==> config.mk <==
export PLATFORM = sky130hd
export DESIGN_NAME = can_rx_fifo_reader
export DESIGN_NICKNAME = d
export VERILOG_FILES = /design/src/rtl/rxr_pkg.sv /design/src/rtl/rxr_seq.sv /design/src/rtl/rxr_buf.sv /design/src/rtl/rxr_unpack.sv /design/src/rtl/can_rx_fifo_reader.sv
export SDC_FILE = /design/constraint.sdc
export NUM_CORES = 1
export LEC_CHECK = 0
export ABC_CLOCK_PERIOD_IN_PS = 2500
export BUFFER_PORTS_ARGS = -buffer_cell sky130_fd_sc_hd__buf_2
export CAP_MARGIN = 10
export CORE_ASPECT_RATIO = 1.75
export CORE_MARGIN = 10
export CORE_UTILIZATION = 58
export DETAILED_ROUTE_END_ITERATION = 10
export PLACE_DENSITY = 0.95
export SETUP_SLACK_MARGIN = 0.5
export SYNTH_ARGS = -nofsm -noshare
export SYNTH_HDL_FRONTEND = slang
export SYNTH_SLANG_ARGS = --single-unit
==> constraint.sdc <==
create_clock -name clk -period 2.5 [get_ports clk]
set_input_delay 0.125 -clock clk [delete_from_list [all_inputs] [get_ports clk]]
set_output_delay 0.125 -clock clk [all_outputs]
set_load 0.03 [all_outputs]
==> src/rtl/rxr_pkg.sv <==
package rxr_pkg;
  localparam int FRAME_BYTES = 14;
  localparam int ID_W        = 29;
  localparam int STD_ID_W    = 11;
  localparam int DATA_BYTES  = 8;
  localparam int DATA_W      = DATA_BYTES * 8;
  localparam int DLC_W       = 4;

  localparam logic [7:0] CMD_STATUS = 8'hE2;
  localparam logic [7:0] CMD_FIFO   = 8'h48;
  localparam logic [7:0] FILL_BYTE  = 8'h00;
  localparam int         EMPTY_BIT  = 1;

  // positions inside the frame image that the decoder depends on
  localparam int POS_TAG  = 0;
  localparam int POS_ID   = 1;
  localparam int POS_RTR  = 4;
  localparam int POS_DLC  = 5;
  localparam int POS_DATA = 6;

  typedef enum logic [2:0] {
    RD_IDLE,
    RD_STAT,
    RD_SGAP,
    RD_FRAME,
    RD_DELIV
  } rd_state_t;

  typedef struct packed {
    logic              ext;
    logic              rtr;
    logic [ID_W-1:0]   id;
    logic [DLC_W-1:0]  dlc;
    logic [DATA_W-1:0] data;
  } rx_frame_t;
endpackage

==> src/rtl/rxr_seq.sv <==
module rxr_seq
  import rxr_pkg::*;
(
  input  logic                                    clk,
  input  logic                                    rst_n,
  input  logic                                    start,
  input  logic                                    xfer_ack,
  input  logic                                    stat_empty_bit,
  output logic                                    xfer_req,
  output logic [7:0]                              xfer_tx,
  output logic                                    cs_n,
  output logic                                    busy,
  output logic                                    buf_we,
  output logic [$clog2(FRAME_BYTES+1)-1:0]        buf_idx,
  output logic                                    deliver
);
  localparam int IW = $clog2(FRAME_BYTES + 1);
  localparam logic [IW-1:0] STAT_LAST  = IW'(1);
  localparam logic [IW-1:0] FRAME_LAST = IW'(FRAME_BYTES);

  rd_state_t     state_q, state_d;
  logic [IW-1:0] idx_q, idx_d;
  logic          empty_q, empty_d;
  logic          empty_en;

  always_comb begin
    state_d  = state_q;
    idx_d    = idx_q;
    empty_en = 1'b0;
    empty_d  = empty_q;
    unique case (state_q)
      RD_IDLE: begin
        if (start) begin
          state_d = RD_STAT;
          idx_d   = '0;
        end
      end
      RD_STAT: begin
        if (xfer_ack) begin
          if (idx_q == STAT_LAST) begin
            empty_en = 1'b1;
            empty_d  = stat_empty_bit;
            state_d  = RD_SGAP;
            idx_d    = '0;
          end else begin
            idx_d = idx_q + 1'b1;
          end
        end
      end
      RD_SGAP: begin
        idx_d   = '0;
        state_d = empty_q ? RD_IDLE : RD_FRAME;
      end
      RD_FRAME: begin
        if (xfer_ack) begin
          if (idx_q == FRAME_LAST) begin
            state_d = RD_DELIV;
            idx_d   = '0;
          end else begin
            idx_d = idx_q + 1'b1;
          end
        end
      end
      RD_DELIV: begin
        state_d = RD_STAT;
        idx_d   = '0;
      end
      default: begin
        state_d = RD_IDLE;
        idx_d   = '0;
      end
    endcase
  end

  always_ff @(posedge clk or negedge rst_n) begin
    if (!rst_n) begin
      state_q <= RD_IDLE;
      idx_q   <= '0;
    end else begin
      state_q <= state_d;
      idx_q   <= idx_d;
    end
  end

  always_ff @(posedge clk or negedge rst_n) begin
    if (!rst_n)        empty_q <= 1'b1;
    else if (empty_en) empty_q <= empty_d;
  end

  logic in_window;
  assign in_window = (state_q == RD_STAT) || (state_q == RD_FRAME);
  assign xfer_req  = in_window;
  assign cs_n      = !in_window;
  assign busy      = (state_q != RD_IDLE);
  assign deliver   = (state_q == RD_DELIV);

  always_comb begin
    if (idx_q != '0)              xfer_tx = FILL_BYTE;
    else if (state_q == RD_FRAME) xfer_tx = CMD_FIFO;
    else                          xfer_tx = CMD_STATUS;
  end

  assign buf_we  = (state_q == RD_FRAME) && xfer_ack && (idx_q != '0);
  assign buf_idx = IW'(idx_q - 1'b1);
endmodule

==> src/rtl/rxr_buf.sv <==
module rxr_buf
  import rxr_pkg::*;
(
  input  logic                                clk,
  input  logic                                rst_n,
  input  logic                                we,
  input  logic [$clog2(FRAME_BYTES+1)-1:0]    idx,
  input  logic [7:0]                          din,
  output logic [FRAME_BYTES*8-1:0]            image
);
  localparam int IW = $clog2(FRAME_BYTES + 1);

  for (genvar k = 0; k < FRAME_BYTES; k++) begin : g_byte
    logic       en;
    logic [7:0] q;
    assign en = we && (idx == IW'(k));
    always_ff @(posedge clk or negedge rst_n) begin
      if (!rst_n)  q <= '0;
      else if (en) q <= din;
    end
    assign image[8*k +: 8] = q;
  end
endmodule

==> src/rtl/rxr_unpack.sv <==
module rxr_unpack
  import rxr_pkg::*;
(
  input  logic [FRAME_BYTES*8-1:0] image,
  output rx_frame_t                frame
);
  logic [7:0] b [FRAME_BYTES];
  for (genvar k = 0; k < FRAME_BYTES; k++) begin : g_split
    assign b[k] = image[8*k +: 8];
  end

  logic             ext_w, rtr_w;
  logic [DLC_W-1:0] raw_dlc, dlc_w;
  logic [ID_W-1:0]  id_w;
  logic [DATA_W-1:0] data_w;

  assign ext_w   = b[POS_TAG][7];
  assign rtr_w   = b[POS_RTR][0];
  assign raw_dlc = b[POS_DLC][DLC_W-1:0];
  assign dlc_w   = (raw_dlc > DLC_W'(DATA_BYTES)) ? DLC_W'(DATA_BYTES) : raw_dlc;

  always_comb begin
    if (ext_w)
      id_w = {b[POS_ID], b[POS_ID+1][7:5], b[POS_ID+1][2:0],
              b[POS_ID+2], b[POS_ID+3][7:1]};
    else
      id_w = {{(ID_W-STD_ID_W){1'b0}}, b[POS_ID], b[POS_ID+1][7:5]};
  end

  for (genvar i = 0; i < DATA_BYTES; i++) begin : g_data
    assign data_w[8*i +: 8] = (!rtr_w && (dlc_w > DLC_W'(i))) ? b[POS_DATA+i] : 8'h00;
  end

  assign frame = '{ext: ext_w, rtr: rtr_w, id: id_w, dlc: dlc_w, data: data_w};

  logic unused_bits;
  assign unused_bits = ^{b[POS_TAG][6:0], b[POS_ID+1][4:3], b[POS_DLC][7:DLC_W]};
endmodule

==> src/rtl/can_rx_fifo_reader.sv <==
module can_rx_fifo_reader
  import rxr_pkg::*;
#(
  parameter int CNT_W = 16
) (
  input  logic              clk,
  input  logic              rst_n,
  input  logic              start,
  output logic              busy,
  output logic              cs_n,
  output logic              xfer_req,
  output logic [7:0]        xfer_tx,
  input  logic              xfer_ack,
  input  logic [7:0]        xfer_rx,
  output logic              frm_valid,
  output logic              frm_ext,
  output logic              frm_rtr,
  output logic [28:0]       frm_id,
  output logic [3:0]        frm_dlc,
  output logic [63:0]       frm_data,
  output logic [CNT_W-1:0]  frm_count
);
  localparam int IW = $clog2(FRAME_BYTES + 1);

  logic                     buf_we;
  logic [IW-1:0]            buf_idx;
  logic                     deliver;
  logic [FRAME_BYTES*8-1:0] image;
  rx_frame_t                frame;

  rxr_seq u_seq (
    .clk            (clk),
    .rst_n          (rst_n),
    .start          (start),
    .xfer_ack       (xfer_ack),
    .stat_empty_bit (xfer_rx[EMPTY_BIT]),
    .xfer_req       (xfer_req),
    .xfer_tx        (xfer_tx),
    .cs_n           (cs_n),
    .busy           (busy),
    .buf_we         (buf_we),
    .buf_idx        (buf_idx),
    .deliver        (deliver)
  );

  rxr_buf u_buf (
    .clk   (clk),
    .rst_n (rst_n),
    .we    (buf_we),
    .idx   (buf_idx),
    .din   (xfer_rx),
    .image (image)
  );

  rxr_unpack u_unpack (
    .image (image),
    .frame (frame)
  );

  logic [CNT_W-1:0] cnt_q, cnt_d;
  always_comb begin
    cnt_d = cnt_q;
    if (deliver) cnt_d = cnt_q + 1'b1;
  end

  always_ff @(posedge clk or negedge rst_n) begin
    if (!rst_n) cnt_q <= '0;
    else        cnt_q <= cnt_d;
  end

  assign frm_valid = deliver;
  assign frm_ext   = frame.ext;
  assign frm_rtr   = frame.rtr;
  assign frm_id    = frame.id;
  assign frm_dlc   = frame.dlc;
  assign frm_data  = frame.data;
  assign frm_count = cnt_q;
endmodule

# Word-level counts from Yosys, hierarchy flattened
# Index checks and enable logic that the tools add are counted.
# classes
n_addsub,3
n_mul,0
div_mod_pow,0
order_cmp,9
eq_ne,24
n_shift,0
muxes,28
bitwise_logic,0
n_reduce_logical,34
# op_table
cell,count
$mux W8,10
$mux W29,1
$eq A4 B4 Y1 const B,7
$logic_and A1 B1 Y1,24
$mux W4,6
$add A16 B1 Y16 const B,1
$eq A4 B3 Y1 const B,4
$gt A4 B3 Y1 const B,4
$mux W3,5
$pmux W3 S5,1
$pmux W4 S3,1
$eq A4 B1 Y1 const B,2
$eq A4 B2 Y1 const B,2
$gt A4 B1 Y1 const B,2
$gt A4 B2 Y1 const B,2
$eq A3 B2 Y1 const B,2
$ne A2 B2 Y1 const B,3
$reduce_and A5 Y1,1
$add A4 B1 Y4 const B,1
$gt A4 B4 Y1 const B,1
$logic_not A4 Y1,1
$ne A2 B1 Y1 const B,2
$reduce_and A4 Y1,1
$reduce_bool A4 Y1,1
other kinds (10),13
# totals
register_bits,132
latch_bits,0
ramBits,0
rom_bits,0
inputBits,12
out_inout_bits,127
elab_cells,116
n_memories,0

# Logic depth before layout (Yosys ltp)
# Gate-level depths: netlist of run 1.
# depth
depth_word,5
ltp_mapped,6
depth_no_buf,5

# Modules after synthesis
# Synthesis of run 1 repeated with hierarchy kept, for this count alone.
# hier_totals
hier_cells,507
area_unflattened_um2,6602.6
# modules_own_cells
mod,n_inst,cells_each,area_per_inst_um2,seq_area_each_um2
rxr_buf,1,260,4389.2,2802.7
rxr_unpack,1,118,860.8,0.0
can_rx_fifo_reader,1,56,695.7,400.4
rxr_seq,1,73,656.9,201.4

# Least setup slack after synthesis of run 1
# No wires, ideal clock.
# synth_path
path_type,reg-to-output
from,register u_seq.idx_q[0]
to,output xfer_tx[5]
t_arrival_ns,2.933
required_time_ns,2.375
slack_ns,-0.558
stages_incl_launch_ff,5
path_buffers,2
path_cell_list,dfrtp_1 clkbuf_1 nor4_1 a21boi_0 buf_4
# synth_via
elab_chain_cells,2
# synth_rtl
element,line,rtl
"start, declared",rxr_seq.sv:22,"logic [IW-1:0] idx_q, idx_d;"
"start signal, assigned",rxr_seq.sv:81,idx_q <= idx_d;
$reduce_bool A4 Y1,rxr_seq.sv:98,if (idx_q != '0) xfer_tx = FILL_BYTE;
$mux W8,rxr_seq.sv:98,
"end, declared",can_rx_fifo_reader.sv:12,"output logic [7:0] xfer_tx,"
# No other way between the ends.

# Worst setup path after layout of run 1
# layout_path
from,register u_seq.idx_q[3]
to,register u_buf.g_byte[9].q[5]
# layout_via
elab_chain_cells,3
elab_cells_between_ends,5
cone_classes,add/sub (1); eq/ne (1); reduce/logical (3)
# layout_rtl
element,line,rtl
$sub A4 B1 Y4 / $reduce_bool A4 Y1 (equally long branches),"rxr_seq.sv:104, rxr_seq.sv:103",
$eq A4 B4 Y1 / $logic_and A1 B1 Y1 (equally long branches),"rxr_buf.sv:16, rxr_seq.sv:103",
$logic_and A1 B1 Y1 (*),rxr_buf.sv:16,assign en = we && (idx == IW'(k));
"end signal, assigned",rxr_buf.sv:19,else if (en) q <= din;
"end, declared",rxr_buf.sv:15,logic [7:0] q;
# Every way passes the cells marked *; elsewhere a longest branch is shown, timed or not.
# A chain may end at the register's enable or synchronous reset.

==> run metrics, run 1 <==
R2R Setup Slk=0.47 ns; slew margin rel.=between 60 and 70%; final setup TNS=0 ns; Core ar.=~9800 µm²; P&R area growth vs syn=24.8%; Hold Crit Class=in -> reg; Hold Path Depth=3; Clock Skew=0.00698 ns; EDFF count, synth=0; Flop pwr share=approximately two fifths; sequential cell area fraction in the yosys report=about 53%; final worst slack=about 0.47 ns; die height=152 µm; hold path start=xfer_ack; CP Capture Type=flip-flop; CP required=2.79 ns; Worst-path clk slew=~0.05 ns; Wirelength per Cell=roughly 22 µm; Yosys cell types=37; Worst Path Max Fanout=13; pre-CTS worst setup slack=0.336 ns; die width=between 90 and 100 µm; Synth top cells by count=dfrtp_1 (122), mux2_2 (104), and2_1 (83), clkbuf_1 (18), nor2_1 (14); initial DRC count=287; Seq. cell area=between 3000 and 4000 µm²; yosys warns=0; cell taking the most area after synthesis=dfrtp_1; RR Startpoint=u_seq.idx_q[3]$_DFFE_PN0P_; Vias=between 4000 and 5000; antenna fix cells=0; fmax=around 500 MHz; DRC errors left=0; Cells after Synth=about 470; Hold Violations, Final=0; period utilization=around 81%; unrepaired setup endpoints after global routing=yes; Final min period=around 2 ns; antenna violations before repair=0; number of global-route vias before repair=approximately 4600; Routed Antenna Nets=0; P_leak=between 0.003 and 0.004 µW; Multi-input gate area=2670 µm²; share of the synthesized area in the top cell type=between 50% and 60%; Skew-Pair Late Insertion Delay=roughly 0.41 ns; Worst Tran Pin Value=just under 0.6 ns; highest-delay cell along the critical path=dfrtp_1; P_int=5420 µW; commonest register cell after synthesis=dfrtp_1; drt pass-1 iters=5; H-tree Lvls=4; CP Class=reg -> reg; port buffer count=approximately 140; global-route wire length before repair=roughly 25000 µm; DRT Wirelength=16400 µm; run status=finished, final reports clean; largest net degree at the start of global routing=55; crit path from=u_seq.idx_q[3]$_DFFE_PN0P_; worst reg2reg endpoint=u_buf.g_byte[9].q[5]$_DFFE_PN0P_; total of max-cap violations=0; Post-synth ARST share=between 90% and 100%; Clock Tree Root=clkbuf_16; layout cell share with drive strength beyond 1=51.4%; startpoint types=flip-flop; final setup violation count=0; Post-DP HPWL=approximately 11000 µm; combinational power share=37.3%; Pwr Density=1260 nW/µm²; Clk pwr share=roughly 25%; Critical Path Max Stage Delay=0.72 ns; row count=48; Mapped Area=roughly 5800 µm²; most numerous cell in the Yosys netlist=dfrtp_1; Remaining Overflow, GRT=0; Tot Pwr=9070 µW; sw frac=about two fifths; Initial Util=between 50% and 60%; clock sinks=between 100 and 150; Num CTS Buffers=17; Net count, final=619; vias per inst=5.78; IO Pins=roughly 140; global router's overall resource usage=between 20% and 30%; gpl congestion=0.857; Fillers=between 600 and 700; TritonCTS clock tree=yes; Switch Pwr=about 3600 µW; hold endpoint=u_seq.idx_q[1]$_DFFE_PN0P_; FF+latch count, synth=between 100 and 150; clock buffer depth=2; Worst VDD drop=between 0.0007 and 0.0008 V; top post-synthesis cells by area=dfrtp_1 (53%), mux2_2 (20%), and2_1 (9.0%), mux2_4 (2.1%), xnor2_1 (1.8%); Crit path arrival time=2.32 ns; die area=14500 µm²; crit path cell chain=nand2b_1, nor2_2, mux2_2; Syn Area/Cell=12.3 µm²; Final Max Tran Viols=0; R2R cell count=3
[how the worst max path moves through the flow]
stage	to	cells after the start
after global placement	u_buf.g_byte[2].q[2]$_DFFE_PN0P_	4
after CTS	u_buf.g_byte[4].q[2]$_DFFE_PN0P_	4
after global routing	u_buf.g_byte[9].q[5]$_DFFE_PN0P_	3
after floorplan	xfer_tx[5]	4
final	u_buf.g_byte[9].q[5]$_DFFE_PN0P_	3
after detailed placement	u_buf.g_byte[2].q[5]$_DFFE_PN0P_	4
[cell usage in the layout (no fill, tap or decap), drive strengths merged]
master       instances
clkinv               7
and4b                1
nor3b                2
and2                83
and4                 2
o31ai                2
mux2               112
buf                140
clkinvlp             5
xnor2               12
and3                 3
inv                  4
nand3b               1
nor2b                6
ha                   1
nor4                 4
o21ai                6
bufinv               1
nor3                 5
a22oi                3
nand4                6
dfstp                1
nand2b               6
conb                 3
nand2               14
nor2                21
or3                  3
a21oi                7
nand3               10
a21boi               1
dfrtp              122
dlygate4sd3          2
o211ai               1
xor2                 3
clkbuf              19
[logic make-up (layout without fill, tap and decap cells)]
group,Yosys count,in the layout,synth area share (%)
flip-flops,123,123,53.2
AND/OR/NAND/NOR,167,167,17.1
buffers and inverters,33,178,2.73
XOR/XNOR,15,15,2.27
multiplexers,112,112,22.3
other,1,3,0.0648
adder cells (fa/ha/maj),1,1,0.216
AO/OA/AOI/OAI,20,20,2.03
[flip-flops by register name (all words and copies together) (netlist names)]
signal and cells:
u_seq.empty_q 1, u_buf.g_byte.q 99, u_seq.state_q 3, u_seq.idx_q 4
frm_count 16
[routing by layer]
metal / up-vias / track usage, % / share of wire, %
li1: 1870 / - / -
met1: 2132 / 23.0 / 33
met2: 248 / 39.8 / 55
met3: 53 / 7.30 / 8.0
met4: 0 / 12.4 / 4.5
met5: - / 0 / 0
[area by class of cell]
cell class | count | share of cell area, %
clock buffer | 19 | 6.14
sequential | 123 | 42.8
clock inverter | 13 | 1.42
multi-input combinational | 318 | 36.9
tap | 125 | 2.17
inverter | 4 | 0.208
timing repair buffer | 142 | 10.4
[what timing repair did]
| action | CTS | global route |
|---|---|---|
| resized for setup | 14 | 14 |
| endpoints found under the setup margin | 110 | 151 |
| hold buffers | 2 | 0 |
| pin swaps | 2 | 2 |
| endpoints found under the hold margin | 35 | 0 |
| buffers inserted | 2 | 1 |
[metrics by stage]
stage               cell area [µm²]  utilization, %  cells  hold slack, ns
global route                   7220            73.7    744          0.0592
floorplan                      5810               -    474          -0.171
finish                         7220            73.7    744          0.0472
global placement               6530            66.7    707          0.0951
detailed placement             6530            66.7    707           0.113
CTS                            7160            73.2    743          0.0373
[power groups by stage]
stage                     combinational (µW)  sequential (µW)  clock [µW]
after global placement                  3090             3310           0
after floorplan                         2570             3030           0
after detailed placement                3210             3380           0
final                                   3380             3450        2240
after CTS                               3310             3400        2250
after global routing                    3600             3530        2340
[critical path, delay by kind of cell, from the launching register on]
family | cells | cell delay (ns)
muxes | 1 | 0.40
and+or+nand+nor | 2 | 0.79
DFF | 1 | 0.72
No activity file was read; power rests on OpenSTA's default activity.
==> inputs of run 2 (changes only) <==
- ABC_AREA: not set -> 1
- ABC_CLOCK_PERIOD_IN_PS: 2500 -> 1870
- CORE_UTILIZATION: 58 -> 54
- PLACE_DENSITY: 0.95 -> 0.91
- clock period: 2.5 -> 1.87 ns (I/O delays scaled with it)
==> run metrics, run 2 <==
FF+latch count, synth=123; commonest register cell after synthesis=dfrtp_1; Num CTS Buffers=17; H-tree Lvls=4; Yosys cell types=33; most numerous cell in the Yosys netlist=nand2_1; EDFF count, synth=0; row count=~50; Initial Util=a little over half; IO Pins=about 140; Clock Tree Root=clkbuf_16; Post-synth ARST share=100%; clock buffer depth=2; Mapped Area=about 6100 µm²; stop err=[ERROR DPL-0038] Utilization greater than 100%, impossible to legalize; cell taking the most area after synthesis=dfrtp_1; die height=approximately 160 µm; Cells after Synth=781; Synth top cells by count=nand2_1 (202), inv_1 (129), dfrtp_1 (122), o21ai_0 (105), nor2_1 (103); clock sinks=123; top post-synthesis cells by area=dfrtp_1 (50%), nand2_1 (12%), o21ai_0 (8.6%), inv_1 (8.0%), nor2_1 (6.4%); die width=around 100 µm; Post-DP HPWL=12100 µm; run status=did not finish; yosys warns=0; worst_ep grt=frm_data[55]; stage reached=global routing; port buffer count=135; largest net degree at the start of global routing=90; gpl congestion=0.872; Syn Area/Cell=a little under 8 µm²; share of the synthesized area in the top cell type=between 50 and 60%; Worst endpoint type=top-level output; sequential cell area fraction in the yosys report=just over 50%
-- run 2: changes by cell type after synthesis, sizes merged, moves of 5 or more --
cell / change
o21ai: +112
nand2: +192
nor2: +95
inv: +126
and2: -83
clkbuf: -5
nand4: +5
nor2b: -6
nand2b: -6
buf: +9
xnor2: -7
mux2: -112
-- run 2: repair_timing --
item / CTS
pin swaps: 48
setup buffers: 56
endpoints found under the hold margin: 122
endpoints found under the setup margin: 220
cloned: 16
hold buffers: 1
gates resized for setup: 316
-- run 2: stage by stage --
| stage | setup slack (ns) | cells | hold WS, ns | instance area (µm²) | util (%) |
|---|---|---|---|---|---|
| after CTS | 0.0134 | 1132 | 0.00361 | 9750 | 87.8 |
| after detailed placement | 0.232 | 1027 | 0.184 | 7230 | 65.1 |
| after global placement | 0.287 | 1027 | 0.173 | 7230 | 65.1 |
| after floorplan | 0.330 | 783 | -0.202 | 6540 | - |
-- run 2: cells by family after synthesis --
logic type	after synthesis	synth area share, %
buffers and inverters	163	11.4
flip-flops	123	50.7
XOR/XNOR	10	1.44
adder cells (fa/ha/maj)	1	0.206
AO/OA/AOI/OAI	131	11.0
AND/OR/NAND/NOR	352	25.2
other	1	0.0617
==> inputs of run 3 (changes only) <==
- CORE_ASPECT_RATIO: 1.75 -> not set
- CORE_UTILIZATION: 54 -> 40
- PLACE_DENSITY: 0.91 -> not set
- PLACE_DENSITY_LB_ADDON: not set -> 0.15
- SETUP_SLACK_MARGIN: 0.5 -> not set
==> run metrics, run 3 <==
DRC errors left=0; global router's overall resource usage=16.7%; startpoint types=flip-flop; Routed Antenna Nets=0; CP required=approximately 1.8 ns; Flop pwr share=~28%; layout cell share with drive strength beyond 1=23.7%; IO Pins=roughly 140; antenna violations before repair=0; port buffer count=around 140; Num CTS Buffers=17; yosys warns=0; commonest register cell after synthesis=dfrtp_1; Final Max Tran Viols=0; Remaining Overflow, GRT=0; clock sinks=around 120; final setup violation count=0; Final min period=about 1.8 ns; most numerous cell in the Yosys netlist=nand2_1; cell taking the most area after synthesis=dfrtp_1; Seq. cell area=between 3000 and 4000 µm²; commonest non-fill, non-tap cell in the layout=nand2_1; slew margin rel.=approximately two thirds; top post-synthesis cells by area=dfrtp_1 (50%), nand2_1 (12%), o21ai_0 (8.6%), inv_1 (8.0%), nor2_1 (6.4%); number of global-route vias before repair=around 5000; sw frac=a little under half; drt pass-1 iters=4; Post-synth ARST share=100%; commonest cells after routing, fill and taps aside=nand2_1 (199), inv_1 (124), dfrtp_1 (120), buf_2 (112), o21ai_0 (103); P_leak=between 0.004 and 0.005 µW; Core ar.=around 15000 µm²; initial DRC count=approximately 350; vias per inst=roughly 4.7; sequential cell area fraction in the yosys report=between 50% and 60%; Syn Area/Cell=7.78 µm²; Initial Util=approximately 41%; Hold Worst Slack=just over 0.07 ns; Hold Violations, Final=0; Fillers=~1400; EDFF count, synth=0; Clk pwr share=25.1%; largest register by flop count=u_buf.g_byte.q; Worst VDD drop=0.000910 V; Worst Tran Pin Value=about 0.5 ns; Largest register FFs=99; Multi-input gate area=between 2000 and 2500 µm²; FF+latch count, synth=about 120; total of max-cap violations=0; Clock Skew=between 0.006 and 0.007 ns; share of the synthesized area in the top cell type=roughly half; P&R area growth vs syn=26.4%; DRT Wirelength=around 17000 µm; period utilization=a little over nine tenths; Mapped Area=a little over 6000 µm²; Wirelength per Cell=about 15 µm; die height=approximately 140 µm; H-tree Lvls=4; Worst-path clk slew=around 0.060 ns; TritonCTS clock tree=yes; run status=finished, final reports clean; Synth top cells by count=nand2_1 (202), inv_1 (129), dfrtp_1 (122), o21ai_0 (105), nor2_1 (103); clock buffer depth=2; global-route wire length before repair=~27000 µm; final setup TNS=0 ns; fmax=between 500 and 600 MHz; unrepaired setup endpoints after global routing=yes; combinational power share=46.6%; Crit path arrival time=around 1.8 ns; largest net degree at the start of global routing=between 40 and 50; P_int=slightly below 7000 µW; R2R Setup Slk=between 0.2 and 0.3 ns; Worst Path Max Fanout=8; CP Capture Type=output pin; Post-DP HPWL=about 12000 µm; antenna fix cells=0; Cells after Synth=between 700 and 800; CP Class=reg -> out; crit path cell chain=or2_4, nand2_4, inv_2, nor2_4, buf_6, nor2_1, buf_4; Hold Crit Class=in -> reg; Clock Tree Root=clkbuf_16; die width=between 100 and 150 µm; row count=44; Vias=~5200; gpl congestion=between 0.8 and 0.9; Yosys cell types=33; highest-delay cell along the critical path=dfrtp_2; Pwr Density=roughly 1700 nW/µm²; Net count, final=between 900 and 1000; Switch Pwr=between 5000 and 6000 µW; die area=slightly above 20000 µm²; Critical Path Max Stage Delay=between 0.4 and 0.5 ns; Skew-Pair Late Insertion Delay=roughly 0.42 ns
## run 3: cell counts after synthesis
Identical to the previous run, type by type.
## run 3: metal layers
layer | global-route usage (%) | routed length [µm] | vias up | part of all wire (%)
li1 | - | - | 2666 | -
met1 | 23.5 | 8240 | 2395 | 49
met2 | 23.2 | 7180 | 152 | 42
met3 | 5.84 | 1320 | 19 | 7.8
met4 | 5.70 | 219 | 0 | 1.3
met5 | 0 | 0 | - | 0
## run 3: through the flow
stage	setup WS, ns	std cells	util (%)	cell area (µm²)	power (µW)
4_1_cts	0.00783	1119	51.7	7590	12600
5_1_grt	-0.0265	1121	52.3	7680	13500
3_5_place_dp	0.197	1084	47.2	6940	9240
2_1_floorplan	0.0976	783	-	6090	7480
6_report	0.0295	1121	52.3	7680	12700
3_3_place_gp	0.298	1084	47.2	6940	9190
## run 3: kinds of logic (layout without fill, tap and decap cells)
group           after synthesis  count (layout)  share of synthesized area, %
xor+xnor                     10              10                          1.44
fa+ha+maj                     1               1                         0.206
other cells                   1               3                        0.0617
simple gates                352             352                          25.2
buf+inv                     163             317                          11.4
compound gates              131             131                          11.0
flops                       123             123                          50.7
## run 3: power groups by stage
stage / Sequential, µW / Clock [µW] / Combinational [µW]
2_1_floorplan: 3530 / 0 / 3950
3_3_place_gp: 3590 / 0 / 5600
3_5_place_dp: 3590 / 0 / 5640
4_1_cts: 3560 / 3240 / 5790
5_1_grt: 3660 / 3370 / 6440
6_report: 3590 / 3190 / 5920
## run 3: path summary, 6_finish.rpt
kind                                                     endpoint                        startpoint  cells past startpoint
worst min-delay path             u_buf.g_byte[4].q[6]$_DFFE_PN0P_                        xfer_rx[6]                      3
worst min register to register   u_buf.g_byte[4].q[4]$_DFFE_PN0P_  u_buf.g_byte[4].q[4]$_DFFE_PN0P_                      2
max in group asynchronous               u_seq.empty_q$_DFFE_PN1P_                             rst_n                      3
worst max-delay path                                  frm_data[2]  u_buf.g_byte[5].q[3]$_DFFE_PN0P_                      7
min in group asynchronous        u_buf.g_byte[7].q[4]$_DFFE_PN0P_                             rst_n                      2
worst max register to register  u_buf.g_byte[11].q[3]$_DFFE_PN0P_        u_seq.idx_q[2]$_DFFE_PN0P_                      6
## run 3: worst max-delay path, delay by kind of cell (launching register included)
family / cells / cell delay [ns]
and+or+nand+nor: 4 / 0.51
buffers and inverters: 3 / 0.35
DFF: 1 / 0.45
## run 3: timing repair
| action | 4_1_cts | 5_1_grt |
|---|---|---|
| setup endpoints to repair | 48 | 44 |
| pin swaps | 2 | 3 |
| buffers inserted | 1 | 2 |
| hold buffers | 2 | 0 |
| endpoints found under the hold margin | 33 | 0 |
| gates resized for setup | 25 | 33 |
## run 3: layout make-up
cell class              instances  area share, %
flip-flops and latches        123           40.1
multi-input cells             497           31.0
repair buffers                155           12.1
clock inverters                 8           1.21
clock buffers                  24           6.14
well taps                     184           3.00
inverters                     130           6.42
==> inputs of run 4 (changes only) <==
- GPL_TIMING_DRIVEN: not set -> 0
==> run metrics, run 4 (synthesis results as in run 3) <==
crit path cell chain=or2_4, buf_12, o21ai_4, nor2_1, buf_4; Flop pwr share=~27%; layout cell share with drive strength beyond 1=between 20% and 30%; initial DRC count=349; Remaining Overflow, GRT=0; failing checks=setup timing; vias per inst=between 4 and 5; Hold Crit Class=in -> async; largest register by flop count=u_buf.g_byte.q; Clock Skew=about 0.0048 ns; antenna violations before repair=0; global-route wire length before repair=between 20000 and 30000 µm; Seq. cell area=around 3000 µm²; P_leak=0.00454 µW; Skew-Pair Late Insertion Delay=~0.41 ns; fmax=between 500 and 600 MHz; H-tree Lvls=4; Core ar.=between 10000 and 15000 µm²; unrepaired setup endpoints after global routing=yes; die width=~140 µm; highest-delay cell along the critical path=dfrtp_2; Net count, final=between 900 and 1000; number of global-route vias before repair=roughly 5200; Placed Cells=around 1100; Multi-input gate area=between 2000 and 2500 µm²; P_int=7380 µW; commonest non-fill, non-tap cell in the layout=nand2_1; Worst Tran Pin Value=just under 0.8 ns; Critical Path Max Stage Delay=around 0.45 ns; sw frac=between 40% and 50%; Post-DP HPWL=around 12000 µm; slew margin rel.=roughly half; Largest register FFs=99; global router's overall resource usage=17.0%; clock buffer depth=2; DRT Wirelength=between 15000 and 20000 µm; CP Class=reg -> out; Num CTS Buffers=17; Final Max Tran Viols=0; IO Pins=roughly 140; commonest cells after routing, fill and taps aside=nand2_1 (198), inv_1 (124), dfrtp_1 (120), buf_2 (105), o21ai_0 (103); row count=44; Hold Violations, Final=0; total of max-cap violations=0; Routed Antenna Nets=0; Initial Util=just over 40%; Crit path arrival time=between 1.5 and 2 ns; drt pass-1 iters=7; Final min period=1.93 ns; Non-Filler Instances=between 1000 and 1500; Worst-path clk slew=about 0.05 ns; startpoint types=flip-flop; TritonCTS clock tree=yes; die area=20500 µm²; Hold Worst Slack=0.117 ns; Vias=5471; final setup violation count=7; Clk pwr share=25.9%; P&R area growth vs syn=33.0%; gpl congestion=approximately 0.87; CP Capture Type=output pin; CP required=about 1.8 ns; Worst VDD drop=around 0.00087 V; Pwr Density=between 1500 and 2000 nW/µm²; Clock Tree Root=clkbuf_16; period utilization=103%; combinational power share=between 40% and 50%; Wirelength per Cell=about 15 µm; antenna fix cells=0; DRC errors left=0; run status=finished, violations left; crit-path leading delay family=flip-flops; CP Buf/Inv Count=2; Worst Path Max Fanout=8; Fillers=1432; final worst slack=-0.0572 ns; die height=around 140 µm; clock sinks=123; port buffer count=between 100 and 150; largest net degree at the start of global routing=97; Switch Pwr=about 6000 µW
## run 4: cell types whose count changed in the layout (fill, tap and decap cells not counted), moves of 3 or more
cell / change
nor2_2: +4
buf_6: +5
buf_4: +19
nor2_1: -6
buf_2: -7
dlygate4sd3_1: +7
clkbuf_4: -5
clkbuf_2: +4
clkbuf_8: +3
clkbuf_1: +4
## run 4: final cells by class
type	instances	area share, %
clock inverter	10	1.70
buffer	33	2.58
timing repair buffer	156	12.4
clock buffer	22	6.11
tap	184	2.85
multi-input combinational	497	30.1
sequential	123	38.1
inverter	130	6.16
## run 4: per-layer routing
layer / vias to the layer above / global-route usage, % / wire length (µm)
met5: - / 0 / 0
met4: 0 / 5.32 / 240
met3: 25 / 5.57 / 1280
met2: 180 / 24.8 / 7770
met1: 2527 / 23.2 / 8260
li1: 2739 / - / -
## run 4: metrics by stage
step	TNS, ns	instance area [µm²]	total power (µW)	utilization, %	worst slack, ns
4_1_cts	-0.379	7920	13100	53.9	-0.0345
3_5_place_dp	-5.00	7020	9220	47.8	-0.337
2_1_floorplan	0	6090	7480	-	0.0976
3_3_place_gp	-127.31	6990	9170	47.5	-1.01
5_1_grt	-0.931	8080	14100	55.0	-0.112
6_report	-0.251	8080	13400	55.0	-0.0572
## run 4: what timing repair did
action,in CTS,in global routing
hold endpoints to repair,138,0
pin swaps,5,13
setup endpoints to repair,50,93
hold buffers,9,0
buffers inserted,4,8
resized for setup,49,44
## run 4: final timing paths
path	from	endpoint	slack (ns)	cells past startpoint
worst max-delay path	u_buf.g_byte[5].q[3]$_DFFE_PN0P_	frm_data[18]	-0.06	5
worst min register to register	u_buf.g_byte[3].q[5]$_DFFE_PN0P_	u_buf.g_byte[3].q[5]$_DFFE_PN0P_	0.47	2
max in group asynchronous	rst_n	u_buf.g_byte[4].q[0]$_DFFE_PN0P_	0.97	3
worst min-delay path	rst_n	u_buf.g_byte[7].q[3]$_DFFE_PN0P_	0.12	2
worst max register to register	u_seq.idx_q[2]$_DFFE_PN0P_	u_seq.state_q[0]$_DFFE_PN0P_	0.17	7
min in group clk	start	u_seq.state_q[0]$_DFFE_PN0P_	0.12	3
## run 4: power by group through the flow
| stage | Combinational [µW] | Clock [µW] | Sequential (µW) |
|---|---|---|---|
| after floorplan | 3950 | 0 | 3530 |
| after global placement | 5610 | 0 | 3560 |
| after detailed placement | 5650 | 0 | 3580 |
| after CTS | 6060 | 3510 | 3550 |
| after global routing | 6810 | 3620 | 3660 |
| final | 6310 | 3460 | 3590 |
## run 4: worst register-to-register path, stage by stage (launching register included)
cell and delay, ns:
dfrtp_1 0.35, buf_2 0.17, inv_1 0.23, nand2_1 0.12
nor2_1 0.25, o21ai_0 0.19, nor2_1 0.15, a21boi_0 0.11
